File: config.mk
export PLATFORM = sky130hd
export DESIGN_NAME = qid_bank
export DESIGN_NICKNAME = d
export VERILOG_FILES = /design/src/rtl/qid_pkg.sv /design/src/rtl/qid_slot.sv /design/src/rtl/qid_ctrl.sv /design/src/rtl/qid_bank.sv
export SDC_FILE = /design/constraint.sdc
export NUM_CORES = 1
export LEC_CHECK = 0
export BUFFER_PORTS_ARGS = -buffer_cell sky130_fd_sc_hd__buf_2
export CORE_MARGIN = 2
export CORE_UTILIZATION = 45
export CTS_CLUSTER_DIAMETER = 50
export DETAILED_ROUTE_END_ITERATION = 6
export GPL_TIMING_DRIVEN = 0
export HOLD_SLACK_MARGIN = 0.1
export PLACE_DENSITY_LB_ADDON = 0.08
export RECOVER_POWER = 100
export SYNTH_ARGS = -nofsm -noshare
export SYNTH_HDL_FRONTEND = slang
export SYNTH_SLANG_ARGS = --single-unit
File: constraint.sdc
create_clock -name clk -period 1.1 [get_ports clk]
set_input_delay 0 -clock clk [delete_from_list [all_inputs] [get_ports clk]]
set_output_delay 0 -clock clk [all_outputs]
set_load 0.02 [all_outputs]
File: src/rtl/qid_pkg.sv
package qid_pkg;
  typedef enum logic [1:0] {
    QID_A_CLEAR  = 2'd0,
    QID_A_ENABLE = 2'd1,
    QID_A_OVFCLR = 2'd2,
    QID_A_NONE   = 2'd3
  } qid_addr_e;
endpackage

File: src/rtl/qid_slot.sv
module qid_slot (
  input  logic clk,
  input  logic rst_n,
  input  logic evt_i,
  input  logic clr_i,
  output logic vis_o,
  output logic que_o,
  output logic drop_o
);
  logic vis_q, que_q;
  logic vis_d, que_d, upd;

  always_comb begin
    vis_d = vis_q & ~clr_i;
    que_d = que_q;
    // refill from the back queue one cycle after a clear
    if (!vis_q && que_q) begin
      vis_d = 1'b1;
      que_d = 1'b0;
    end
    drop_o = 1'b0;
    if (evt_i) begin
      if (!vis_d)      vis_d  = 1'b1;
      else if (!que_d) que_d  = 1'b1;
      else             drop_o = 1'b1;
    end
    upd = evt_i | clr_i | (!vis_q && que_q);
  end

  always_ff @(posedge clk or negedge rst_n) begin
    if (!rst_n) begin
      vis_q <= 1'b0;
      que_q <= 1'b0;
    end else if (upd) begin
      vis_q <= vis_d;
      que_q <= que_d;
    end
  end

  assign vis_o = vis_q;
  assign que_o = que_q;
endmodule

File: src/rtl/qid_ctrl.sv
module qid_ctrl
  import qid_pkg::*;
#(
  parameter int N = 8
) (
  input  logic         clk,
  input  logic         rst_n,
  input  logic         wr_en_i,
  input  logic [1:0]   wr_addr_i,
  input  logic [N-1:0] wr_data_i,
  input  logic [N-1:0] drop_i,
  output logic [N-1:0] clr_o,
  output logic [N-1:0] en_o,
  output logic         ovf_o
);
  logic [N-1:0] en_q;
  logic         ovf_q, ovf_d;
  logic         en_we, ovf_we;
  qid_addr_e    addr;

  always_comb begin
    addr   = qid_addr_e'(wr_addr_i);
    clr_o  = (wr_en_i && addr == QID_A_CLEAR) ? wr_data_i : '0;
    en_we  = wr_en_i && addr == QID_A_ENABLE;
    ovf_d  = ovf_q;
    if (wr_en_i && addr == QID_A_OVFCLR && wr_data_i[0]) ovf_d = 1'b0;
    if (|drop_i) ovf_d = 1'b1;
    ovf_we = ovf_d != ovf_q;
  end

  always_ff @(posedge clk or negedge rst_n) begin
    if (!rst_n)     en_q <= '0;
    else if (en_we) en_q <= wr_data_i;
  end

  always_ff @(posedge clk or negedge rst_n) begin
    if (!rst_n)      ovf_q <= 1'b0;
    else if (ovf_we) ovf_q <= ovf_d;
  end

  assign en_o  = en_q;
  assign ovf_o = ovf_q;
endmodule

File: src/rtl/qid_bank.sv
module qid_bank #(
  parameter int N = 8
) (
  input  logic         clk,
  input  logic         rst_n,
  input  logic [N-1:0] evt_i,
  input  logic         wr_en_i,
  input  logic [1:0]   wr_addr_i,
  input  logic [N-1:0] wr_data_i,
  output logic [N-1:0] ident_o,
  output logic [N-1:0] en_o,
  output logic         ovf_o,
  output logic         idle_o,
  output logic         irq_o
);
  logic [N-1:0] clr_vec, vis_vec, que_vec, drop_vec;

  qid_ctrl #(.N(N)) u_ctrl (
    .clk(clk), .rst_n(rst_n), .wr_en_i(wr_en_i), .wr_addr_i(wr_addr_i),
    .wr_data_i(wr_data_i), .drop_i(drop_vec), .clr_o(clr_vec),
    .en_o(en_o), .ovf_o(ovf_o)
  );

  for (genvar i = 0; i < N; i++) begin : g_src
    qid_slot u_slot (
      .clk(clk), .rst_n(rst_n), .evt_i(evt_i[i]), .clr_i(clr_vec[i]),
      .vis_o(vis_vec[i]), .que_o(que_vec[i]), .drop_o(drop_vec[i])
    );
  end

  assign ident_o = vis_vec;
  assign idle_o  = ~|(vis_vec | que_vec);
  assign irq_o   = |(vis_vec & en_o);
endmodule

== Yosys cells after proc, flatten, opt, wreduce, memory -nomap -nowiden ==
Index checks and enable logic that the tools add are counted.

* Equality and inequality tests: 3
* Mux-type cells: 67
* Bitwise logic cells: 34
* Reduce and logical (&&, ||, !) cells: 25

{| class="wikitable"
|+ Operator list
! operator !! count
|-
| $mux 1 || 66
|-
| $reduce_or 8->1 || 3
|-
| $or 1x1->1 || 16
|-
| $logic_and 1x1->1 || 12
|-
| $logic_not 1->1 || 9
|-
| $and 1x1->1 || 8
|-
| $and 8x8->8 || 1
|-
| $mux 8 || 1
|-
| $not 1->1 || 8
|-
| $or 8x8->8 || 1
|-
| $eq 2x1->1 const B || 1
|-
| $eq 2x2->1 const B || 1
|-
| $logic_not 2->1 || 1
|-
| $ne 1x1->1 || 1
|}

* Register bits: 25
* Bits of input ports: 21
* Output and inout bits: 19
* Word-level logic and storage cells: 147

== Logic depth before layout (Yosys ltp) ==
Gate-level depths: netlist of the first run.

* Depth in word-level cells: 11
* Gate-level depth with buffers: 5
* Gate-level depth less buffers: 4

== Hierarchy ==
From an unflattened synthesis of the first run, not the netlist that was laid out.

* Cell total of the unflattened synthesis: 105
* Area, all modules: 1,303.8 um^2

{| class="wikitable"
|+ Modules (own cells, without submodules)
! module !! instances !! cells each !! area an instance (um^2)
|-
| qid_slot || 8 || 8 || 102.6
|-
| qid_ctrl || 1 || 31 || 412.9
|-
| qid_bank || 1 || 10 || 70.1
|}

== Worst setup path before layout of the first run ==
Ideal clock, no wire load.

* Path kind: flip-flop to output port
* Start point: reg g_src[0].u_slot.vis_q
* End point: out idle_o
* Data arrival time: 1,074 ps
* Setup slack: 26 ps
* Cell stages (with the launch flop): 4
* Cell sequence: dfrtp_1 > nor4_1 > nand3_1 > nor2_1

* Longest elaborated chain between the ends: 3

{| class="wikitable"
|+ RTL lines
! element !! RTL line !! RTL
|-
| start, declared || qid_slot.sv:10 || <nowiki>logic vis_q, que_q;</nowiki>
|-
| start signal, assigned || qid_slot.sv:35 || <nowiki>vis_q <= vis_d;</nowiki>
|-
| $or 8x8->8 || qid_bank.sv:32 || <nowiki>assign idle_o = ~|(vis_vec | que_vec);</nowiki>
|-
| $reduce_or 8->1 || qid_bank.sv:32 ||
|-
| $logic_not 1->1 || qid_bank.sv:32 ||
|-
| end, declared || qid_bank.sv:13 || <nowiki>output logic idle_o,</nowiki>
|}

Every way passes these cells.

== Worst setup path after layout of the first run ==
* Start point: reg g_src[0].u_slot.que_q
* End point: out idle_o

* Longest elaborated chain between the ends: 3

{| class="wikitable"
|+ RTL lines
! element !! RTL line !! RTL
|-
| start, declared || qid_slot.sv:10 ||
|-
| start signal, assigned || qid_slot.sv:36 || <nowiki>que_q <= que_d;</nowiki>
|-
| $or 8x8->8 || qid_bank.sv:32 ||
|-
| $reduce_or 8->1 || qid_bank.sv:32 ||
|-
| $logic_not 1->1 || qid_bank.sv:32 ||
|}

Every way passes these cells.

==> results.md, run 1 <==
* Status: finished, violations left
* Violated checks: setup timing
* YS warnings at 0
* Initial antenna violation count at 0
* H-tree levels at 1
* P&R area growth vs syn at 50.25%
* Yosys reg bits at 25
* CP peak stage delay at 0.42 ns
* CTS max path bufs at 2
* Number of flops mapped to enable cells by yosys at 0
* Worst Tran Pin Value at 0.6230 ns
* Vias per cell at 5.379
* Slew HR at 0.5846
* WL per Instance at 14.35 microns
* Port Buf Inserts at 39
* Largest net degree at the start of global routing at 26
* Critical path class: flop to output port
* Chip Height at 56.86 microns
* Vias in the first global route at 1202
* Fmax at 0.7106 GHz
* Chip width at 56.86 microns
* Placer Congestion at 0.7705
* Core box area at 2710 sq um
* Max FO, Critical Path at 2
* Crit-path cells: nor4_2 > nand3_1 > nor2_1 > buf_4
* Post-DP HPWL at 2264 microns
* CTS sink cnt at 25
* Cell area after layout at 1889 sq um
* Post-route DRC at 0
* I/O Pins at 40
* Sequential cell area at 628.1 sq um
* Area of the multi-input gates at 608.1 sq um
* Commonest cells in the synthesized netlist: 25 x dfrtp_1, 16 x nand2_1, 16 x nand3_1
* Distinct cells, synth at 26
* Global Route Usage Sum at 0.2127
* TritonRoute pass-1 iters at 4
* TritonCTS clock tree: done
* Leak at 0.7687 nW
* Vias at 1248
* Clock period minus worst slack at 1.407 ns
* Hold Vio Cnt, Final at 0
* # setup viols final at 8
* Worst-Skew Late Latency at 0.33 ns
* Post-Syn Instances at 128
* Dpl cells at 198
* Most frequent cell after synthesis: dfrtp_1
* RSZ-0062 raised after global routing: true
* Post-synthesis cell area at 1257 sq um
* Startpoint types: flop
* Max-cap violations at 0
* Root Driver: clkbuf_4
* Ys flop type: dfrtp_1
* Sequential-to-total area share from yosys stat at 0.4975
* Synth Net Count at 149
* Global-route wire length before repair at 5382 microns
* Slew Limit Fails at 0
* CTS buffer count at 3
* Final Cycle Share at 1.279
* Slowest stage cell, crit path: dfrtp_1
* Power density cells at 1045 nW/um^2
* ANT nets after route at 0
* Area contributors post-synth: dfrtp_1 50%, mux2_2 7.2%, nand3_1 6.4%
* Final wirelength at 3330 microns
* Worst-path clk slew at 0.13 ns
* Fraction of registers with async set or reset after synthesis at 1.000
* CP endpoint kind: output port
* Initial DRC Count at 34
* Post-synthesis area per instance at 9.824 sq um
* Ant diodes at 0
* VDD IR max at 741.4 uV
* Grt total ovfl at 0
* Final nets at 223
* FILL cells at 223
* Area leader, netlist: dfrtp_1
* Worst Skew at 0.02270 ns
* DIE AREA at 3233 sq um
* Layout cell share with drive strength beyond 1 at 0.3731
* Post-DP Area at 1491 sq um
* Fin worst setup slack at -0.3073 ns
* Starting Density at 0.4640
* CP arrival at 1.41 ns
* Row Count at 19
* Top cell type's share of synthesized area at 0.4975
* Post-route insts no fill at 232
* Worst hold path type: input port to flop
* Worst EP required at 1.10 ns
==> worst max-delay path: cells and delay by family, from the launching register on <==
| kind | cells | cell delay (ns) |
|---|---|---|
| buffers and inverters | 1 | 0.15 |
| DFF | 1 | 0.42 |
| and+or+nand+nor | 3 | 0.52 |
==> registers in the layout (all words and copies together) (netlist names) <==
signal              count
u_ctrl.en_o             8
u_ctrl.ovf_o            1
g_src.u_slot.que_o      8
g_src.u_slot.vis_o      8
==> cell type report <==
| cell class | instances | share of cell area |
|---|---|---|
| tap | 31 | 0.02053 |
| clock inverter | 1 | 0.003974 |
| buffer | 9 | 0.04570 |
| multi-input combinational | 93 | 0.3219 |
| timing repair buffer | 69 | 0.2616 |
| clock buffer | 3 | 0.01192 |
| inverter | 1 | 0.001987 |
| sequential | 25 | 0.3325 |
==> routing by layer <==
layer / global-route usage / routed length [microns]
met4: 0.06312 / 20
met5: 0 / 0
met1: 0.2885 / 1562
met3: 0.02074 / 145
met2: 0.3605 / 1602
==> cells in the final DEF, fill, tap and decap left out, types with 4 or more instances in the layout <==
| cell | instances |
|---|---|
| mux2_2 | 8 |
| a31oi_1 | 6 |
| o21ai_0 | 7 |
| nand3_1 | 13 |
| clkbuf_1 | 12 |
| nor2_1 | 5 |
| buf_2 | 20 |
| nand2_1 | 16 |
| dfrtp_1 | 23 |
| dlygate4sd3_1 | 20 |
| buf_6 | 12 |
| buf_4 | 12 |
| or2_2 | 4 |
==> through the flow <==
stage                     hold WS (ns)  power, mW  setup slack (ns)  TNS, ns  utilization
after floorplan                -0.2956      1.288           0.02619        0            -
after global placement         0.01895      1.461           -0.1324  -0.4787       0.5503
after detailed placement       0.02644      1.473           -0.1595  -0.6431       0.5503
after CTS                       0.1352      1.976           -0.3084  -0.7222       0.6704
after global routing            0.1631      2.060           -0.3751   -1.547       0.6971
final                           0.1435      1.974           -0.3073  -0.9108       0.6971
==> where the power goes <==
part	leakage (nW)	total (mW)	internal (mW)	switching, mW
clock network	0.0139	0.436	0.139	0.297
registers	0.246	1.05	0.988	0.0641
logic	0.509	0.486	0.231	0.256
==> cell families (layout without fill, tap and decap cells) <==
kind of cell	count (synthesis)	in the layout	synth area share
multiplexers	8	8	0.07164
buffers and inverters	10	83	0.05970
flip-flops	25	25	0.4975
AO/OA/AOI/OAI	30	30	0.1503
AND/OR/NAND/NOR	55	55	0.2209
==> worst paths after layout <==
| check | slack [ns] | start | endpoint | cells after the start |
|---|---|---|---|---|
| worst max-delay path | -0.31 | g_src[0].u_slot.que_o | idle_o | 4 |
| worst min register to register | 0.53 | u_ctrl.ovf_o | u_ctrl.ovf_o | 2 |
| max in group asynchronous | 0.45 | rst_n | g_src[0].u_slot.vis_o | 2 |
| worst min-delay path | 0.14 | wr_addr_i[1] | g_src[0].u_slot.vis_o | 4 |
| worst max register to register | -0.19 | g_src[5].u_slot.vis_o | u_ctrl.ovf_o | 5 |
| min in group asynchronous | 0.19 | rst_n | u_ctrl.en_o[7] | 2 |
==> timing repair <==
item                       4_1_cts  5_1_grt
hold endpoints to repair        50        0
pin swaps                        5        3
gates resized for setup         16       23
buffers inserted                 6        4
setup endpoints to repair        8       16
hold buffers                    20        0
Note: power is estimated with default switching activity, not from simulation.
==> inputs of run 2 (changes only) <==
--- a/config.mk
+++ b/config.mk
@@ -6,8 +6,10 @@
 export NUM_CORES = 1
 export LEC_CHECK = 0
 export BUFFER_PORTS_ARGS = -buffer_cell sky130_fd_sc_hd__buf_2
+export CELL_PAD_IN_SITES_DETAIL_PLACEMENT = 0
+export CELL_PAD_IN_SITES_GLOBAL_PLACEMENT = 1
 export CORE_MARGIN = 2
-export CORE_UTILIZATION = 45
+export CORE_UTILIZATION = 33
 export CTS_CLUSTER_DIAMETER = 50
 export DETAILED_ROUTE_END_ITERATION = 6
 export GPL_TIMING_DRIVEN = 0
==> run 2 against run 1 <==
  * The run still ends with setup timing left
  * First-iteration DRC count is 15% higher
  * Register-to-register slack better by 0.05 ns
  * Maximum frequency is 5.8% higher
  * Clock power is 25% higher
  * Via count is 2.5% lower
  * Clock skew is 0.021 ns lower
  * Cell area is 2.1% higher
  * Utilization is 17 points lower
  * Clock-buffer cell count is 1 higher
  * Sequential power hardly changed
  * Setup slack better by 0.078 ns
  * Critical endpoint unchanged
  * Largest cell class unchanged
==> results.md, run 2 (synthesis gave the netlist of run 1 again) <==
* Commonest non-fill, non-tap cell in the layout: buf_2
* Chip width at 65.73 microns (+16%)
* Worst EP required at 1.10 ns (about the same)
* Initial DRC Count at 39 (+15%)
* Hold Vio Cnt, Final at 0 (unchanged)
* Worst Tran Pin Value at 0.6599 ns (+0.03682 ns)
* Root Driver: clkbuf_8
* Largest net degree at the start of global routing at 26 (unchanged)
* Worst Skew at 0.001421 ns (-0.02127 ns)
* Post-route DRC at 0 (unchanged)
* Reg2reg start: g_src[0].u_slot.vis_o
* Starting Density at 0.3435 (-0.1205)
* Setup WS pre-CTS at -0.1875 ns (-0.02801 ns)
* Max-cap violations at 0 (unchanged)
* Hold Crit Start: wr_addr_i[0]
* Violated checks: setup timing
* CP arrival at 1.33 ns (-0.08 ns)
* PnR Total Power at 2.092 mW (+5.9%)
* Status: finished, violations left
* Critical path class: flop to output port
* Post-route insts no fill at 248 (+6.9%)
* CP endpoint kind: output port
* Worst-Skew Late Latency at 0.27 ns (-0.06 ns)
* Cells on worst reg2reg path at 6 (+1)
* CTS max path bufs at 2 (unchanged)
* Core box area at 3661 sq um (+35%)
* Most frequent cells in the layout: 24 x buf_2, 19 x dfrtp_1, 19 x dlygate4sd3_1
* WHS Path Cells at 4 (unchanged)
* CTS buffer count at 3 (unchanged)
* Layout cell share with drive strength beyond 1 at 0.4200 (+0.04687)
* Vias at 1217 (-2.5%)
* Worst hold path type: input port to flop
* Leak at 0.7629 nW (-0.76%)
* I/O Pins at 40 (unchanged)
* TritonCTS clock tree: done
* Clock period minus worst slack at 1.330 ns (-0.07768 ns)
* Chip Height at 65.73 microns (+16%)
* Global Route Usage Sum at 0.1771 (-0.03559)
* Worst-path clk slew at 0.09 ns (-0.04 ns)
* Slew HR at 0.5601 (-0.02455)
* Post-DP HPWL at 2440 microns (+7.8%)
* Dpl cells at 215 (+8.6%)
* Final nets at 222 (-0.45%)
* Hold Path Sink: u_ctrl.ovf_o
* Vias in the first global route at 1186 (-1.3%)
* CTS sink cnt at 25 (unchanged)
* Vias per cell at 4.907 (-8.8%)
* WL per Instance at 14.28 microns (-0.52%)
* Port Buf Inserts at 39 (unchanged)
* Ant diodes at 0 (unchanged)
* Fin worst setup slack at -0.2296 ns (+0.07768 ns)
* ANT nets after route at 0 (unchanged)
* Power density cells at 1085 nW/um^2 (+3.8%)
* Global-route wire length before repair at 5740 microns (+6.7%)
* H-tree levels at 1 (unchanged)
* DIE AREA at 4320 sq um (+34%)
* Initial antenna violation count at 0 (unchanged)
* TritonRoute pass-1 iters at 4 (unchanged)
* Flop2flop setup slack at -0.14 ns (+0.05 ns)
* Grt total ovfl at 0 (unchanged)
* Placer Congestion at 0.7514 (-2.5%)
* Worst R2R End: u_ctrl.ovf_o
* # setup viols final at 9 (+1)
* Max FO, Critical Path at 2 (unchanged)
* Final wirelength at 3541 microns (+6.3%)
* Fmax at 0.7521 GHz (+5.8%)
* FILL cells at 353 (+58%)
* Final Cycle Share at 1.209 (-0.07062)
* P&R area growth vs syn at 53.33%
* Row Count at 22 (+3)
* Startpoint types: flop
* VDD IR max at 649.1 uV (-12%)
* RSZ-0062 raised after global routing: true
* Slew Limit Fails at 0 (unchanged)
==> run 2: changes by cell type in the layout (fill, tap and decap cells not counted), moves of 2 or more <==
cell,change
buf_2,+4
clkbuf_4,-2
clkbuf_8,+3
dfrtp_1,-4
dfrtp_2,+4
nand3_2,-2
nor2_2,+2
==> run 2: layout make-up <==
cell class	instances	area, sq um	area share
repair buffers	68	491.7	0.2550
plain buffers	9	75.07	0.03894
multi-input cells	93	619.3	0.3212
flip-flops and latches	25	633.1	0.3284
inverters	1	3.754	0.001947
well taps	48	60.06	0.03115
clock buffers	4	45.04	0.02336
==> run 2: per-stage QoR <==
step	utilization	hold slack, ns	cell area, sq um	setup TNS [ns]
finish	0.5267	0.1325	1928	-0.9155
global route	0.5267	0.1210	1928	-1.810
CTS	0.5123	0.1450	1876	-0.6836
detailed placement	0.4132	0.03216	1513	-1.248
global placement	0.4132	0.02770	1513	-1.037
floorplan	-	-0.2956	1257	0
==> run 2: report_power, final <==
| group | internal [mW] | switching (mW) | leakage (nW) |
|---|---|---|---|
| registers | 0.988 | 0.0653 | 0.244 |
| logic | 0.236 | 0.259 | 0.496 |
| clock network | 0.259 | 0.285 | 0.0228 |
| total | 1.48 | 0.609 | 0.763 |
==> run 2: critical path: stages (launching register included) <==
cell and delay (ns):
dfrtp_1 0.41, nor4_2 0.27, nand3_1 0.13, nor2_2 0.13, buf_6 0.13
==> run 2: metal layers <==
| layer | global-route usage | share of wire |
|---|---|---|
| met3 | 0.02740 | 0.036 |
| met2 | 0.2879 | 0.46 |
| met1 | 0.2446 | 0.49 |
| met4 | 0.04688 | 0.0082 |
| met5 | 0 | 0 |
==> run 2: what timing repair did <==
action / in CTS / in global routing
pin swaps: 7 / 3
setup endpoints to repair: 3 / 12
setup buffers: 7 / 3
endpoints found under the hold margin: 50 / 0
resized for setup: 21 / 18
hold buffers: 19 / 0
==> run 2: how the worst max path moves through the flow <==
| stage | from | endpoint | slack (ns) | cells after the start |
|---|---|---|---|---|
| detailed placement | wr_addr_i[0] | u_ctrl.ovf_o | -0.19 | 5 |
| CTS | g_src[0].u_slot.que_o | idle_o | -0.26 | 4 |
| global placement | wr_addr_i[0] | u_ctrl.ovf_o | -0.17 | 5 |
| floorplan | g_src[0].u_slot.vis_o | idle_o | 0.03 | 3 |
| global route | g_src[0].u_slot.que_o | idle_o | -0.35 | 4 |
| finish | g_src[0].u_slot.que_o | idle_o | -0.23 | 4 |
==> inputs of run 3 (changes only) <==
--- a/config.mk
+++ b/config.mk
@@ -15,7 +15,7 @@
 export GPL_TIMING_DRIVEN = 0
 export HOLD_SLACK_MARGIN = 0.1
 export PLACE_DENSITY_LB_ADDON = 0.08
-export RECOVER_POWER = 100
+export RECOVER_POWER = 25
 export SYNTH_ARGS = -nofsm -noshare
 export SYNTH_HDL_FRONTEND = slang
 export SYNTH_SLANG_ARGS = --single-unit
==> run 3 against run 2 <==
  * The flow still finishes with violations (setup timing)
  * Via count is 0.66% higher
  * Utilization is 0.65 points higher
  * Sequential cell count stayed put
  * Routed wire length is 0.14% lower
  * First-iteration DRC count is 72% higher
  * Clock power hardly changed
  * Critical endpoint unchanged
==> results.md, run 3 (synthesis gave the netlist of run 1 again) <==
* Violated checks: setup timing
* Flop2flop setup slack at -0.14 ns (about the same)
* TritonCTS clock tree: done
* Layout cell share with drive strength beyond 1 at 0.4750 (+0.05500)
* Ant diodes at 0 (unchanged)
* Worst hold path type: input port to flop
* P_sw at 0.6075 mW (-0.25%)
* Post-route DRC at 0 (unchanged)
* CP endpoint kind: output port
* Worst EP required at 1.10 ns (about the same)
* Clock power frac at 0.257 (-0.003)
* Worst Skew at 0.001797 ns (+0.0003758 ns)
* Starting Density at 0.3435 (unchanged)
* FILL cells at 347 (-1.7%)
* Post-DP HPWL at 2440 microns (unchanged)
* Startpoint types: flop
* H-tree levels at 1 (unchanged)
* WL per Instance at 14.26 microns (-0.14%)
* ANT nets after route at 0 (unchanged)
* Fin worst setup slack at -0.2281 ns (+0.001587 ns)
* Final Cycle Share at 1.207 (-0.001443)
* CTS max path bufs at 2 (unchanged)
* Final nets at 222 (unchanged)
* Largest net degree at the start of global routing at 26 (unchanged)
* Dpl cells at 215 (unchanged)
* Vias at 1225 (+0.66%)
* CTS sink cnt at 25 (unchanged)
* Commonest non-fill, non-tap cell in the layout: buf_2
* Hold Crit Start: wr_addr_i[0]
* TritonRoute pass-1 iters at 4 (unchanged)
* DIE AREA at 4320 sq um (unchanged)
* Worst Tran Pin Value at 0.6555 ns (-0.004314 ns)
* Slew Limit Fails at 0 (unchanged)
* RSZ-0062 raised after global routing: true
* Vias per cell at 4.940 (+0.66%)
* VDD IR max at 648.5 uV (about the same)
* CP arrival at 1.33 ns (about the same)
* Sequential cell area at 634.4 sq um (+0.20%)
* Critical path class: flop to output port
* Utilization after layout at 0.5332 (+0.006493)
* # setup viols final at 6 (-3)
* Worst-Skew Late Latency at 0.26 ns (about the same)
* Max FO, Critical Path at 2 (unchanged)
* Final wirelength at 3536 microns (-0.14%)
* Port Buf Inserts at 39 (unchanged)
* Area of the multi-input gates at 625.6 sq um (+1.0%)
* Max-cap violations at 0 (unchanged)
* Most frequent cells in the layout: 34 x buf_2, 19 x dlygate4sd3_1, 18 x dfrtp_1
* Sequential share of power at 0.499 (-0.005)
* PnR Total Power at 2.109 mW (+0.83%)
* Power density cells at 1081 nW/um^2 (-0.40%)
* Status: finished, violations left
* Critical path launch point: g_src[0].u_slot.que_o
* Reg2reg start: g_src[0].u_slot.vis_o
* Core box area at 3661 sq um (unchanged)
* Slew HR at 0.5630 (+0.002876)
* Chip Height at 65.73 microns (unchanged)
* Row Count at 22 (unchanged)
* Global Route Usage Sum at 0.1771 (unchanged)
* Hold Vio Cnt, Final at 0 (unchanged)
* Fmax at 0.7530 GHz (+0.12%)
* I/O Pins at 40 (unchanged)
* Initial antenna violation count at 0 (unchanged)
* Vias in the first global route at 1186 (unchanged)
* Logic pwr share at 0.245 (+0.009)
* Global-route wire length before repair at 5740 microns (unchanged)
* CTS buffer count at 3 (unchanged)
* Post-route insts no fill at 248 (unchanged)
* Root Driver: clkbuf_8
* Leak at 0.7935 nW (+4.0%)
* P&R area growth vs syn at 55.22%
* Initial DRC Count at 67 (+72%)
* Clock period minus worst slack at 1.328 ns (-0.001587 ns)
* Sw Share at 0.2881 (-0.003126)
* Cell Int Power at 1.501 mW (+1.3%)
* Grt total ovfl at 0 (unchanged)
* Worst-path clk slew at 0.08 ns (about the same)
* Placer Congestion at 0.7514 (unchanged)
* Chip width at 65.73 microns (unchanged)
[run 3: final timing paths]
path | endpoint | cells past startpoint
worst max-delay path | idle_o | 4
worst min register to register | u_ctrl.ovf_o | 2
worst min-delay path | u_ctrl.ovf_o | 4
max in group asynchronous | g_src[5].u_slot.vis_o | 2
min in group asynchronous | g_src[7].u_slot.que_o | 2
worst max register to register | u_ctrl.ovf_o | 6
[run 3: layout make-up]
class / instances / area share
Multi-Input combinational cell: 93 / 0.3205
Inverter: 1 / 0.001923
Buffer: 9 / 0.04038
Sequential cell: 25 / 0.3250
Clock buffer: 4 / 0.02308
Timing Repair Buffer: 68 / 0.2583
Tap cell: 48 / 0.03077
[run 3: worst max-delay path, stage by stage, from the launching register on]
cell and delay [ns]:
dfrtp_1 0.41, nor4_2 0.27, nand3_1 0.13, nor2_2 0.13
buf_6 0.13
[run 3: power by group through the flow]
stage | Combinational, mW | Clock, mW | Sequential [mW]
after CTS | 0.503 | 0.570 | 1.04
after detailed placement | 0.414 | 0 | 1.06
final | 0.516 | 0.542 | 1.05
after floorplan | 0.164 | 0 | 1.12
after global placement | 0.410 | 0 | 1.06
after global routing | 0.561 | 0.626 | 1.06
[run 3: routing by layer]
metal  wire, microns  global-route usage  up-vias  part of all wire
li1                -                   -      606                 -
met1            1719              0.2446      586              0.49
met2            1643              0.2879       29              0.46
met3             143             0.02740        4             0.040
met4              29             0.04688        0            0.0082
met5               0                   0        -                 0
[run 3: what timing repair did]
action	in CTS	in global routing
hold buffers	19	0
pin swaps	7	3
setup endpoints to repair	3	12
endpoints found under the hold margin	50	0
resized for setup	21	18
gates cloned	0	0
buffers inserted	7	3
[run 3: metrics by stage]
step	cell area [sq um]	setup WS [ns]	hold slack, ns	setup TNS, ns
finish	1952	-0.2281	0.1584	-0.6410
global route	1952	-0.3530	0.1435	-1.018
global placement	1513	-0.1691	0.02770	-1.037
CTS	1876	-0.2555	0.1450	-0.6836
floorplan	1257	0.02619	-0.2956	0
detailed placement	1513	-0.1875	0.03216	-1.248
